**src/rtl/dram_seq_pkg.sv**
```systemverilog
package dram_seq_pkg;

   typedef enum logic [2:0] {
      ST_IDLE    = 3'd0,
      ST_ACT     = 3'd1,
      ST_WAIT    = 3'd2,
      ST_CAS     = 3'd3,
      ST_CLOSE   = 3'd4,
      ST_REF_ACT = 3'd5,
      ST_REF_WB  = 3'd6
   } seq_state_t;

endpackage

```
**src/rtl/dram_cell_array.sv**
```systemverilog
module dram_cell_array #(
   parameter int ADDR_W = 2,
   parameter int DATA_W = 8
) (
   input  logic                          clk,
   input  logic                          rst_n,
   input  logic [ADDR_W-1:0]             rd_row,
   output logic [(1<<ADDR_W)*DATA_W-1:0] rd_data,
   input  logic                          wr_en,
   input  logic [ADDR_W-1:0]             wr_row,
   input  logic [(1<<ADDR_W)*DATA_W-1:0] wr_data
);

   localparam int NROWS    = 1 << ADDR_W;
   localparam int ROW_BITS = NROWS * DATA_W;

   logic [ROW_BITS-1:0] rows [NROWS];

   for (genvar r = 0; r < NROWS; r++) begin : g_row
      always_ff @(posedge clk) begin
         if (!rst_n) begin
            rows[r] <= '0;
         end else if (wr_en && (wr_row == ADDR_W'(r))) begin
            rows[r] <= wr_data;
         end
      end
   end

   assign rd_data = rows[rd_row];

endmodule

```
**src/rtl/dram_row_buffer.sv**
```systemverilog
module dram_row_buffer #(
   parameter int ADDR_W = 2,
   parameter int DATA_W = 8
) (
   input  logic                          clk,
   input  logic                          rst_n,
   input  logic                          load_en,
   input  logic [(1<<ADDR_W)*DATA_W-1:0] load_data,
   input  logic                          col_wr_en,
   input  logic [ADDR_W-1:0]             col_sel,
   input  logic [DATA_W-1:0]             col_wdata,
   output logic [(1<<ADDR_W)*DATA_W-1:0] buf_q,
   output logic [DATA_W-1:0]             col_rdata
);

   localparam int NCOLS = 1 << ADDR_W;

   logic [DATA_W-1:0] cells [NCOLS];

   for (genvar c = 0; c < NCOLS; c++) begin : g_col
      always_ff @(posedge clk) begin
         if (!rst_n) begin
            cells[c] <= '0;
         end else if (load_en) begin
            cells[c] <= load_data[c*DATA_W +: DATA_W];
         end else if (col_wr_en && (col_sel == ADDR_W'(c))) begin
            cells[c] <= col_wdata;
         end
      end
      assign buf_q[c*DATA_W +: DATA_W] = cells[c];
   end

   assign col_rdata = cells[col_sel];

endmodule

```
**src/rtl/dram_refresh_timer.sv**
```systemverilog
module dram_refresh_timer #(
   parameter int ADDR_W       = 2,
   parameter int REF_INTERVAL = 2000
) (
   input  logic              clk,
   input  logic              rst_n,
   input  logic              ref_done,
   output logic              ref_pending,
   output logic [ADDR_W-1:0] ref_row
);

   localparam int CNT_W = $clog2(REF_INTERVAL);
   localparam logic [CNT_W-1:0] CNT_LAST = CNT_W'(REF_INTERVAL - 1);

   logic [CNT_W-1:0] cnt_q;

   always_ff @(posedge clk) begin
      if (!rst_n) begin
         cnt_q       <= '0;
         ref_pending <= 1'b0;
      end else begin
         if (cnt_q == CNT_LAST) begin
            cnt_q       <= '0;
            ref_pending <= 1'b1;
         end else begin
            cnt_q <= cnt_q + 1'b1;
            if (ref_done) begin
               ref_pending <= 1'b0;
            end
         end
      end
   end

   always_ff @(posedge clk) begin
      if (!rst_n) begin
         ref_row <= '0;
      end else if (ref_done) begin
         ref_row <= ref_row + 1'b1;
      end
   end

endmodule

```
**src/rtl/dram_seq_ctrl.sv**
```systemverilog
module dram_seq_ctrl
   import dram_seq_pkg::*;
#(
   parameter int ADDR_W   = 2,
   parameter int DATA_W   = 8,
   parameter int WAIT_CYC = 2
) (
   input  logic              clk,
   input  logic              rst_n,
   input  logic              req_valid,
   input  logic              req_write,
   input  logic [ADDR_W-1:0] req_row,
   input  logic [ADDR_W-1:0] req_col,
   input  logic [DATA_W-1:0] req_wdata,
   input  logic              ref_pending,
   input  logic [ADDR_W-1:0] ref_row,
   input  logic [DATA_W-1:0] col_rdata,
   output logic              req_ready,
   output logic              busy,
   output logic              rsp_valid,
   output logic [DATA_W-1:0] rsp_data,
   output logic [ADDR_W-1:0] addr_bus,
   output logic              row_strobe,
   output logic              col_strobe,
   output logic              refresh_active,
   output logic              buf_load,
   output logic [ADDR_W-1:0] buf_load_row,
   output logic              col_wr_en,
   output logic [ADDR_W-1:0] col_sel,
   output logic [DATA_W-1:0] col_wdata,
   output logic              arr_wr_en,
   output logic [ADDR_W-1:0] arr_wr_row,
   output logic              ref_done
);

   seq_state_t        state_q, state_d;
   logic [ADDR_W-1:0] lat_row, lat_col;
   logic [DATA_W-1:0] lat_wdata;
   logic              lat_wr;
   logic              accept;
   logic              wait_done;

   assign accept = (state_q == ST_IDLE) && !ref_pending && req_valid;

   if (WAIT_CYC > 0) begin : g_wait_cnt
      localparam int WC_W = (WAIT_CYC > 1) ? $clog2(WAIT_CYC) : 1;
      logic [WC_W-1:0] wcnt;
      always_ff @(posedge clk) begin
         if (!rst_n) begin
            wcnt <= '0;
         end else if (state_q == ST_ACT) begin
            wcnt <= '0;
         end else if (state_q == ST_WAIT) begin
            wcnt <= wcnt + 1'b1;
         end
      end
      assign wait_done = (wcnt == WC_W'(WAIT_CYC - 1));
   end else begin : g_no_wait
      assign wait_done = 1'b1;
   end

   always_comb begin
      state_d = state_q;
      case (state_q)
         ST_IDLE: begin
            if (ref_pending)    state_d = ST_REF_ACT;
            else if (req_valid) state_d = ST_ACT;
         end
         ST_ACT:     state_d = (WAIT_CYC == 0) ? ST_CAS : ST_WAIT;
         ST_WAIT:    if (wait_done) state_d = ST_CAS;
         ST_CAS:     state_d = ST_CLOSE;
         ST_CLOSE:   state_d = ST_IDLE;
         ST_REF_ACT: state_d = ST_REF_WB;
         ST_REF_WB:  state_d = ST_IDLE;
         default:    state_d = ST_IDLE;
      endcase
   end

   always_ff @(posedge clk) begin
      if (!rst_n) begin
         state_q <= ST_IDLE;
      end else begin
         state_q <= state_d;
      end
   end

   always_ff @(posedge clk) begin
      if (!rst_n) begin
         lat_row   <= '0;
         lat_col   <= '0;
         lat_wdata <= '0;
         lat_wr    <= 1'b0;
      end else if (accept) begin
         lat_row   <= req_row;
         lat_col   <= req_col;
         lat_wdata <= req_wdata;
         lat_wr    <= req_write;
      end
   end

   always_ff @(posedge clk) begin
      if (!rst_n) begin
         rsp_valid <= 1'b0;
         rsp_data  <= '0;
      end else begin
         rsp_valid <= (state_q == ST_CAS) && !lat_wr;
         if ((state_q == ST_CAS) && !lat_wr) begin
            rsp_data <= col_rdata;
         end
      end
   end

   always_comb begin
      addr_bus = '0;
      case (state_q)
         ST_ACT, ST_WAIT:       addr_bus = lat_row;
         ST_CAS:                addr_bus = lat_col;
         ST_REF_ACT, ST_REF_WB: addr_bus = ref_row;
         default:               addr_bus = '0;
      endcase
   end

   assign row_strobe     = (state_q == ST_ACT) || (state_q == ST_REF_ACT);
   assign col_strobe     = (state_q == ST_CAS);
   assign refresh_active = (state_q == ST_REF_ACT) || (state_q == ST_REF_WB);
   assign busy           = (state_q != ST_IDLE);
   assign req_ready      = (state_q == ST_IDLE) && !ref_pending;

   assign buf_load     = row_strobe;
   assign buf_load_row = (state_q == ST_REF_ACT) ? ref_row : lat_row;
   assign col_wr_en    = (state_q == ST_CAS) && lat_wr;
   assign col_sel      = lat_col;
   assign col_wdata    = lat_wdata;
   assign arr_wr_en    = (state_q == ST_CLOSE) || (state_q == ST_REF_WB);
   assign arr_wr_row   = (state_q == ST_REF_WB) ? ref_row : lat_row;
   assign ref_done     = (state_q == ST_REF_WB);

endmodule

```
**src/rtl/dram_rd_seq.sv**
```systemverilog
module dram_rd_seq #(
   parameter int ADDR_W       = 2,
   parameter int DATA_W       = 8,
   parameter int WAIT_CYC     = 2,
   parameter int REF_INTERVAL = 2000
) (
   input  logic              clk,
   input  logic              rst_n,
   input  logic              req_valid,
   input  logic              req_write,
   input  logic [ADDR_W-1:0] req_row,
   input  logic [ADDR_W-1:0] req_col,
   input  logic [DATA_W-1:0] req_wdata,
   output logic              req_ready,
   output logic              busy,
   output logic              rsp_valid,
   output logic [DATA_W-1:0] rsp_data,
   output logic [ADDR_W-1:0] addr_bus,
   output logic              row_strobe,
   output logic              col_strobe,
   output logic              refresh_active
);

   localparam int NCOLS    = 1 << ADDR_W;
   localparam int ROW_BITS = NCOLS * DATA_W;

   if (ADDR_W < 1 || ADDR_W > 4) begin : g_bad_addr_w
      $error("dram_rd_seq: ADDR_W must lie in 1..4");
   end
   if (DATA_W < 1) begin : g_bad_data_w
      $error("dram_rd_seq: DATA_W must be positive");
   end
   if (WAIT_CYC < 0 || WAIT_CYC > 64) begin : g_bad_wait
      $error("dram_rd_seq: WAIT_CYC must lie in 0..64");
   end
   if (REF_INTERVAL < WAIT_CYC + 16) begin : g_bad_ref
      $error("dram_rd_seq: REF_INTERVAL too short for one access plus a refresh");
   end

   logic                ref_pending, ref_done;
   logic [ADDR_W-1:0]   ref_row;
   logic                buf_load, col_wr_en, arr_wr_en;
   logic [ADDR_W-1:0]   buf_load_row, col_sel, arr_wr_row;
   logic [DATA_W-1:0]   col_wdata, col_rdata;
   logic [ROW_BITS-1:0] arr_rd_data, buf_q;

   dram_seq_ctrl #(
      .ADDR_W   (ADDR_W),
      .DATA_W   (DATA_W),
      .WAIT_CYC (WAIT_CYC)
   ) u_ctrl (
      .clk            (clk),
      .rst_n          (rst_n),
      .req_valid      (req_valid),
      .req_write      (req_write),
      .req_row        (req_row),
      .req_col        (req_col),
      .req_wdata      (req_wdata),
      .ref_pending    (ref_pending),
      .ref_row        (ref_row),
      .col_rdata      (col_rdata),
      .req_ready      (req_ready),
      .busy           (busy),
      .rsp_valid      (rsp_valid),
      .rsp_data       (rsp_data),
      .addr_bus       (addr_bus),
      .row_strobe     (row_strobe),
      .col_strobe     (col_strobe),
      .refresh_active (refresh_active),
      .buf_load       (buf_load),
      .buf_load_row   (buf_load_row),
      .col_wr_en      (col_wr_en),
      .col_sel        (col_sel),
      .col_wdata      (col_wdata),
      .arr_wr_en      (arr_wr_en),
      .arr_wr_row     (arr_wr_row),
      .ref_done       (ref_done)
   );

   dram_cell_array #(
      .ADDR_W (ADDR_W),
      .DATA_W (DATA_W)
   ) u_arr (
      .clk     (clk),
      .rst_n   (rst_n),
      .rd_row  (buf_load_row),
      .rd_data (arr_rd_data),
      .wr_en   (arr_wr_en),
      .wr_row  (arr_wr_row),
      .wr_data (buf_q)
   );

   dram_row_buffer #(
      .ADDR_W (ADDR_W),
      .DATA_W (DATA_W)
   ) u_buf (
      .clk       (clk),
      .rst_n     (rst_n),
      .load_en   (buf_load),
      .load_data (arr_rd_data),
      .col_wr_en (col_wr_en),
      .col_sel   (col_sel),
      .col_wdata (col_wdata),
      .buf_q     (buf_q),
      .col_rdata (col_rdata)
   );

   dram_refresh_timer #(
      .ADDR_W       (ADDR_W),
      .REF_INTERVAL (REF_INTERVAL)
   ) u_ref (
      .clk         (clk),
      .rst_n       (rst_n),
      .ref_done    (ref_done),
      .ref_pending (ref_pending),
      .ref_row     (ref_row)
   );

endmodule

```
**config.mk**
```make
export PLATFORM = sky130hd
export DESIGN_NAME = dram_rd_seq
export DESIGN_NICKNAME = d
export VERILOG_FILES = /design/src/rtl/dram_seq_pkg.sv /design/src/rtl/dram_cell_array.sv /design/src/rtl/dram_row_buffer.sv /design/src/rtl/dram_refresh_timer.sv /design/src/rtl/dram_seq_ctrl.sv /design/src/rtl/dram_rd_seq.sv
export SDC_FILE = /design/constraint.sdc
export NUM_CORES = 1
export LEC_CHECK = 0
export BUFFER_PORTS_ARGS = -buffer_cell sky130_fd_sc_hd__buf_4
export CORE_UTILIZATION = 65
export DETAILED_ROUTE_END_ITERATION = 10
export PLACE_DENSITY_LB_ADDON = 0.2
export SLEW_MARGIN = 0
export SYNTH_ARGS = -nofsm -noshare
export SYNTH_HDL_FRONTEND = slang
export SYNTH_HIERARCHICAL = 1
export SYNTH_SLANG_ARGS = --single-unit
```
**constraint.sdc**
```tcl
create_clock -name clk -period 8.35 [get_ports clk]
set_clock_uncertainty 0.05 [all_clocks]
set_input_delay 0.835 -clock clk [delete_from_list [all_inputs] [get_ports clk]]
set_output_delay 0.835 -clock clk [all_outputs]
set_load 0.01 [all_outputs]
```
Word level (Yosys, flattened, before mapping)
Memories as Yosys holds them, arrays and structs flattened. A register that Yosys moved wholly into a read port is not among the register bits.
Cells that the tools add are included.
Operators by class
  magnitude comparators: 0
  div/mod/pow operators: 0
  equal/unequal tests: 15
  shifts and indexed selects: 0
  $mul: 0
  bitwise logic cells: 13
  multiplexer cells: 53
  reductions and logical operators: 28
  $add $sub $neg: 3
Operator list (number)
  $mux W32: 4
  $mux W8: 8
  $mux W1: 34
  $pmux W3 S5: 1
  $logic_and A1 B1 Y1: 12
  $or A1 B1 Y1: 12
  $add A11 B1 Y11 const B: 1
  $eq A11 B11 Y1 const B: 1
  $eq A3 B3 Y1 const B: 3
  $mux W3: 3
  $eq A2 B2 Y1 const B: 4
  $reduce_or A2 Y1: 4
  $eq A3 B2 Y1 const B: 2
  $pmux W2 S3: 1
  $eq A2 B1 Y1 const B: 2
  $logic_not A2 Y1: 2
  $mux W2: 2
  $eq A3 B1 Y1 const B: 1
  $logic_not A1 Y1: 3
  $logic_not A3 Y1: 1
  $logic_or A1 B1 Y1: 3
  $ne A3 B2 Y1 const B: 1
  $reduce_bool A3 Y1: 1
  $add A2 B1 Y2 const B: 1
  5 further kinds: 5
Word-level totals
  RAM bits: 160
  ROM bits: 0
  memories kept: 2
  bits in registers: 32
  output and inout bits: 16
  word-level logic and storage cells: 124
  bits in latches: 0
Memories
  u_arr.rows: depth 4, width 32, read ports 1, clocked after Yosys merged registers in 0, write ports 4, RTL line dram_cell_array.sv:17  | logic [ROW_BITS-1:0] rows [NROWS];
  u_buf.cells: depth 4, width 8, read ports 5, clocked after Yosys merged registers in 1, write ports 4, RTL line dram_row_buffer.sv:18  | logic [DATA_W-1:0] cells [NCOLS];

Logic depth before layout (Yosys ltp)
  word-level depth: 8
  depth in mapped cells: 8
  gate-level depth less buffers: 6

Hierarchy
The synthesis kept the hierarchy.
Modules (own cells, without submodules)
  dram_cell_array: cells each 318, area an instance 5582.9 µm², times used 1, sequential area each 3843.7 µm²
  dram_row_buffer: cells each 103, area an instance 1662.8 µm², times used 1, sequential area each 960.9 µm²
  dram_seq_ctrl: cells each 143, area an instance 1218.7 µm², times used 1, sequential area each 520.5 µm²
  dram_refresh_timer: cells each 64, area an instance 601.8 µm², times used 1, sequential area each 280.3 µm²

Worst setup path after synthesis
No wires, ideal clock.
  path kind: register to register
  start point: register u_ctrl.state_q[0]
  end point: memory u_arr/rows[1][0] (netlist name), enable pin
  period minus slack after synthesis: 4.136 ns
  setup time: 0.466 ns
  path slack: 4.214 ns
  arrival time: 3.620 ns
  required time: 7.834 ns
  cell stages (with the launch flop): 7
  cells stage by stage: dfxtp_1 > buf_2 > nor2b_1 > nand2_1 > mux2_2 > nand2b_1 > o21ai_0
RTL lines
  start, declared: RTL line dram_seq_ctrl.sv:36  | seq_state_t state_q, state_d;
  start signal, assigned: RTL line dram_seq_ctrl.sv:83  | state_q <= state_d;
  end, declared: RTL line dram_cell_array.sv:17

==> PnR_summary.wiki <==
{| class="wikitable"
! Metric !! Value
|-
| Power per standard cell area || 214.1 nW/um2
|-
| Post-layout min period || 3.127 ns
|-
| Mapped cell area || 9066 um2
|-
| Clock insertion delay at the later pin of the skew report || 0.43 ns
|-
| Worst endpoint data arrival time || 3.26 ns
|-
| Syn Nets || between 600 and 700
|-
| Initial standard-cell utilization of the core || 67.66%
|-
| Count of synthesis-stage warnings from yosys || 6
|-
| Post-synth EDFFs || 160
|-
| Share of the core filled with cells || 74.58%
|-
| Setup crit start kind || register
|-
| Number of setup violations in the final report || 0
|-
| Number of design-rule violations left by the first detailed-router iteration || roughly 550
|-
| Antenna Violating Nets Remaining || 0
|-
| Num rows || 42
|-
| Vias per std cell || 6.353
|-
| Maximum buffer depth of the clock tree || 2
|-
| Number of diodes added for antenna fixing || 0
|-
| Clock buffer count from CTS || 17
|-
| Post-cts sizing count || 0
|-
| Buffers inserted by post-CTS timing repair || 0
|-
| Count of TritonRoute iterations in the first routing pass || 5
|-
| Count leader, synth || sky130_fd_sc_hd__edfxtp_1
|-
| Cell types with the highest counts after synthesis || sky130_fd_sc_hd__edfxtp_1 (160), sky130_fd_sc_hd__and2_1 (133), sky130_fd_sc_hd__nand2_1 (44)
|-
| Endpoint type of the worst setup path || register
|-
| Num ports || 32
|-
| Unrepaired setup endpoints after global routing || no
|-
| Required time worst endpoint || 8.48 ns
|-
| Buffers added on ports || 31
|-
| Overflow left after global routing || 0
|-
| Post-route DRC violation count || 0
|-
| Peak clock frequency supported by timing || 0.3198 GHz
|-
| Number of max-slew violations in the final report || 0
|-
| Sink Count || 200
|-
| Clock input transition at the sequential cells of the worst setup and hold paths || 0.07 ns
|-
| Routed WL || roughly 19000 um
|-
| Pin count of the biggest net entering global routing || 70
|-
| Share of the yosys chip area belonging to registers || 61.83%
|-
| Sum Neg Setup Slack || 0 ns
|-
| Count of unique library cells instantiated by Yosys || 56
|-
| Number of max-capacitance violations reported || 0
|-
| Number of hold buffers added after cts || 0
|-
| Layout-stage area growth over the synthesis result || 10.23%
|-
| Post-synthesis sequential element count || 200
|-
| Overall Power || ~2.1 mW
|-
| Global-route wire length before repair || 29280 um
|-
| Total number of H-tree levels || 4
|-
| Syn Inst Count || 628
|-
| Worst slew margin || 19.01%
|-
| Vias post-DR || 5311
|-
| Fraction of layout cells with a size suffix above 1 || 19.55%
|-
| Result of the run || finished, final reports clean
|-
| Area share of the leading cell type in the synthesized netlist || 52.99%
|-
| Pleak || around 3.6 nW
|-
| DR WL/cell || 22.56 um
|-
| GRT Total Usage || 27.97%
|-
| Worst-case vdd ir drop || 0.1310 mV
|-
| Final Hold Fails || 0
|-
| Antenna violations before repair || 0
|-
| Ratio of final minimum period to clock period || between 30% and 40%
|-
| Classification of the worst setup path || reg -> reg
|-
| Via count of the first global-routing pass || 5408
|-
| Final Wtd Congestion || 0.7879
|-
| Mean instance size in the synthesized netlist || approximately 14 um2
|-
| Height of the die || 120.1 um
|-
| Reg area || 5605 um2
|-
| Area of the multi-input gates || 3192 um2
|-
| Fillers || approximately 800
|-
| Die Area || 14420 um2
|-
| Slew of the pin with the lowest slew margin || around 1.2 ns
|-
| Top flip-flop cell by instance count after synthesis || sky130_fd_sc_hd__edfxtp_1
|-
| Clock tree from TritonCTS || done
|-
| Final Net Count || 664
|-
| Largest fanout on the critical path || 32
|-
| Buffer cell driving the clock tree root || sky130_fd_sc_hd__clkbuf_16
|-
| Horizontal die dimension || between 100 and 150 um
|-
| Post-synth ARST share || 0%
|-
| Largest cells by area after synthesis || sky130_fd_sc_hd__edfxtp_1 (53%), sky130_fd_sc_hd__and2_1 (9.2%), sky130_fd_sc_hd__dfxtp_1 (8.8%), sky130_fd_sc_hd__mux4_2 (8.7%), sky130_fd_sc_hd__nand2_1 (1.8%)
|-
| Cell type with the highest aggregate area in the netlist || sky130_fd_sc_hd__edfxtp_1
|-
| Placeable core region || 13400 um2
|-
| Type of the worst min-delay path || reg -> reg
|-
| HPWL after detailed placement || 11630 um
|}
==> layout make-up <==
cell class	count	area share, %
sequential	200	56.09
multi-input combinational	376	31.94
timing repair buffer	44	3.305
tap	176	2.204
clock inverter	15	1.903
inverter	8	0.3005
clock buffer	17	4.257
==> flip-flops by register name, indices dropped and copies added, names as in the netlist, 3 cells and up <==
register	flops
u_arr/rows	128
u_buf/cells	32
u_ref/cnt_q	11
u_ctrl/col_wdata	8
u_ctrl/rsp_data	8
u_ctrl/state_q	3
==> cells by family after synthesis <==
group / synth area share, %
AOI/OAI and AO/OA: 5.506
DFF: 61.83
muxes: 12.30
buffers and inverters: 3.533
adders and majority gates: 0.1380
and+or+nand+nor: 15.73
xor gates and xnor gates: 0.9660
==> worst paths after layout <==
check	slack, ns	start	end	cells past startpoint
min	0.40	u_ctrl/rsp_data[0]	u_ctrl/rsp_data[0]	2
max	5.22	u_ctrl/state_q[0]	u_buf/cells[3][7]	6
max reg2reg	5.22	u_ctrl/state_q[0]	u_buf/cells[3][7]	6
min reg2reg	0.40	u_ctrl/rsp_data[0]	u_ctrl/rsp_data[0]	2
==> cell usage in the layout, fill, tap and decap left out, types with 6 or more instances in the layout <==
cell type,instances
sky130_fd_sc_hd__a32o_1,16
sky130_fd_sc_hd__and2_1,133
sky130_fd_sc_hd__buf_4,44
sky130_fd_sc_hd__clkbuf_16,17
sky130_fd_sc_hd__clkinv_4,6
sky130_fd_sc_hd__dfxtp_1,40
sky130_fd_sc_hd__edfxtp_1,160
sky130_fd_sc_hd__inv_1,8
sky130_fd_sc_hd__mux2i_1,15
sky130_fd_sc_hd__mux4_2,35
sky130_fd_sc_hd__nand2_1,44
sky130_fd_sc_hd__nand2b_1,9
sky130_fd_sc_hd__nand3_1,11
sky130_fd_sc_hd__nor2_1,13
sky130_fd_sc_hd__o21ai_1,9
sky130_fd_sc_hd__o2bb2ai_1,17
sky130_fd_sc_hd__xor2_1,6
==> critical path, stage by stage, from the launching register on <==
cell,delay (ns)
sky130_fd_sc_hd__dfxtp_1,0.56
sky130_fd_sc_hd__and2b_1,0.40
sky130_fd_sc_hd__nand2_1,0.14
sky130_fd_sc_hd__mux2_2,0.26
sky130_fd_sc_hd__buf_4,0.55
sky130_fd_sc_hd__mux4_1,0.67
sky130_fd_sc_hd__a32o_1,0.24
==> stage by stage <==
| step | std cells | setup slack, ns | instance area (um2) | hold WS (ns) |
|---|---|---|---|---|
| after detailed placement | 804 | 4.979 | 9378 | 0.3913 |
| after CTS | 836 | 5.217 | 9993 | 0.4027 |
| after floorplan | 628 | 4.214 | 9066 | 0.3795 |
| final | 836 | 5.223 | 9993 | 0.3997 |
| after global routing | 836 | 5.044 | 9993 | 0.4215 |
| after global placement | 804 | 5.072 | 9378 | 0.3907 |
==> per-layer routing <==
metal	up-vias	track usage [%]	wire, um
li1	2380	-	-
met1	2718	35.28	7515
met2	179	47.84	9971
met3	34	4.800	936
met4	0	11.72	440
met5	-	0	0
==> power by group <==
group	internal [mW]	switching [mW]
combinational	0.0659	0.0828
sequential	1.12	0.0354
clock	0.456	0.383
(Power assumes the default switching activity.)
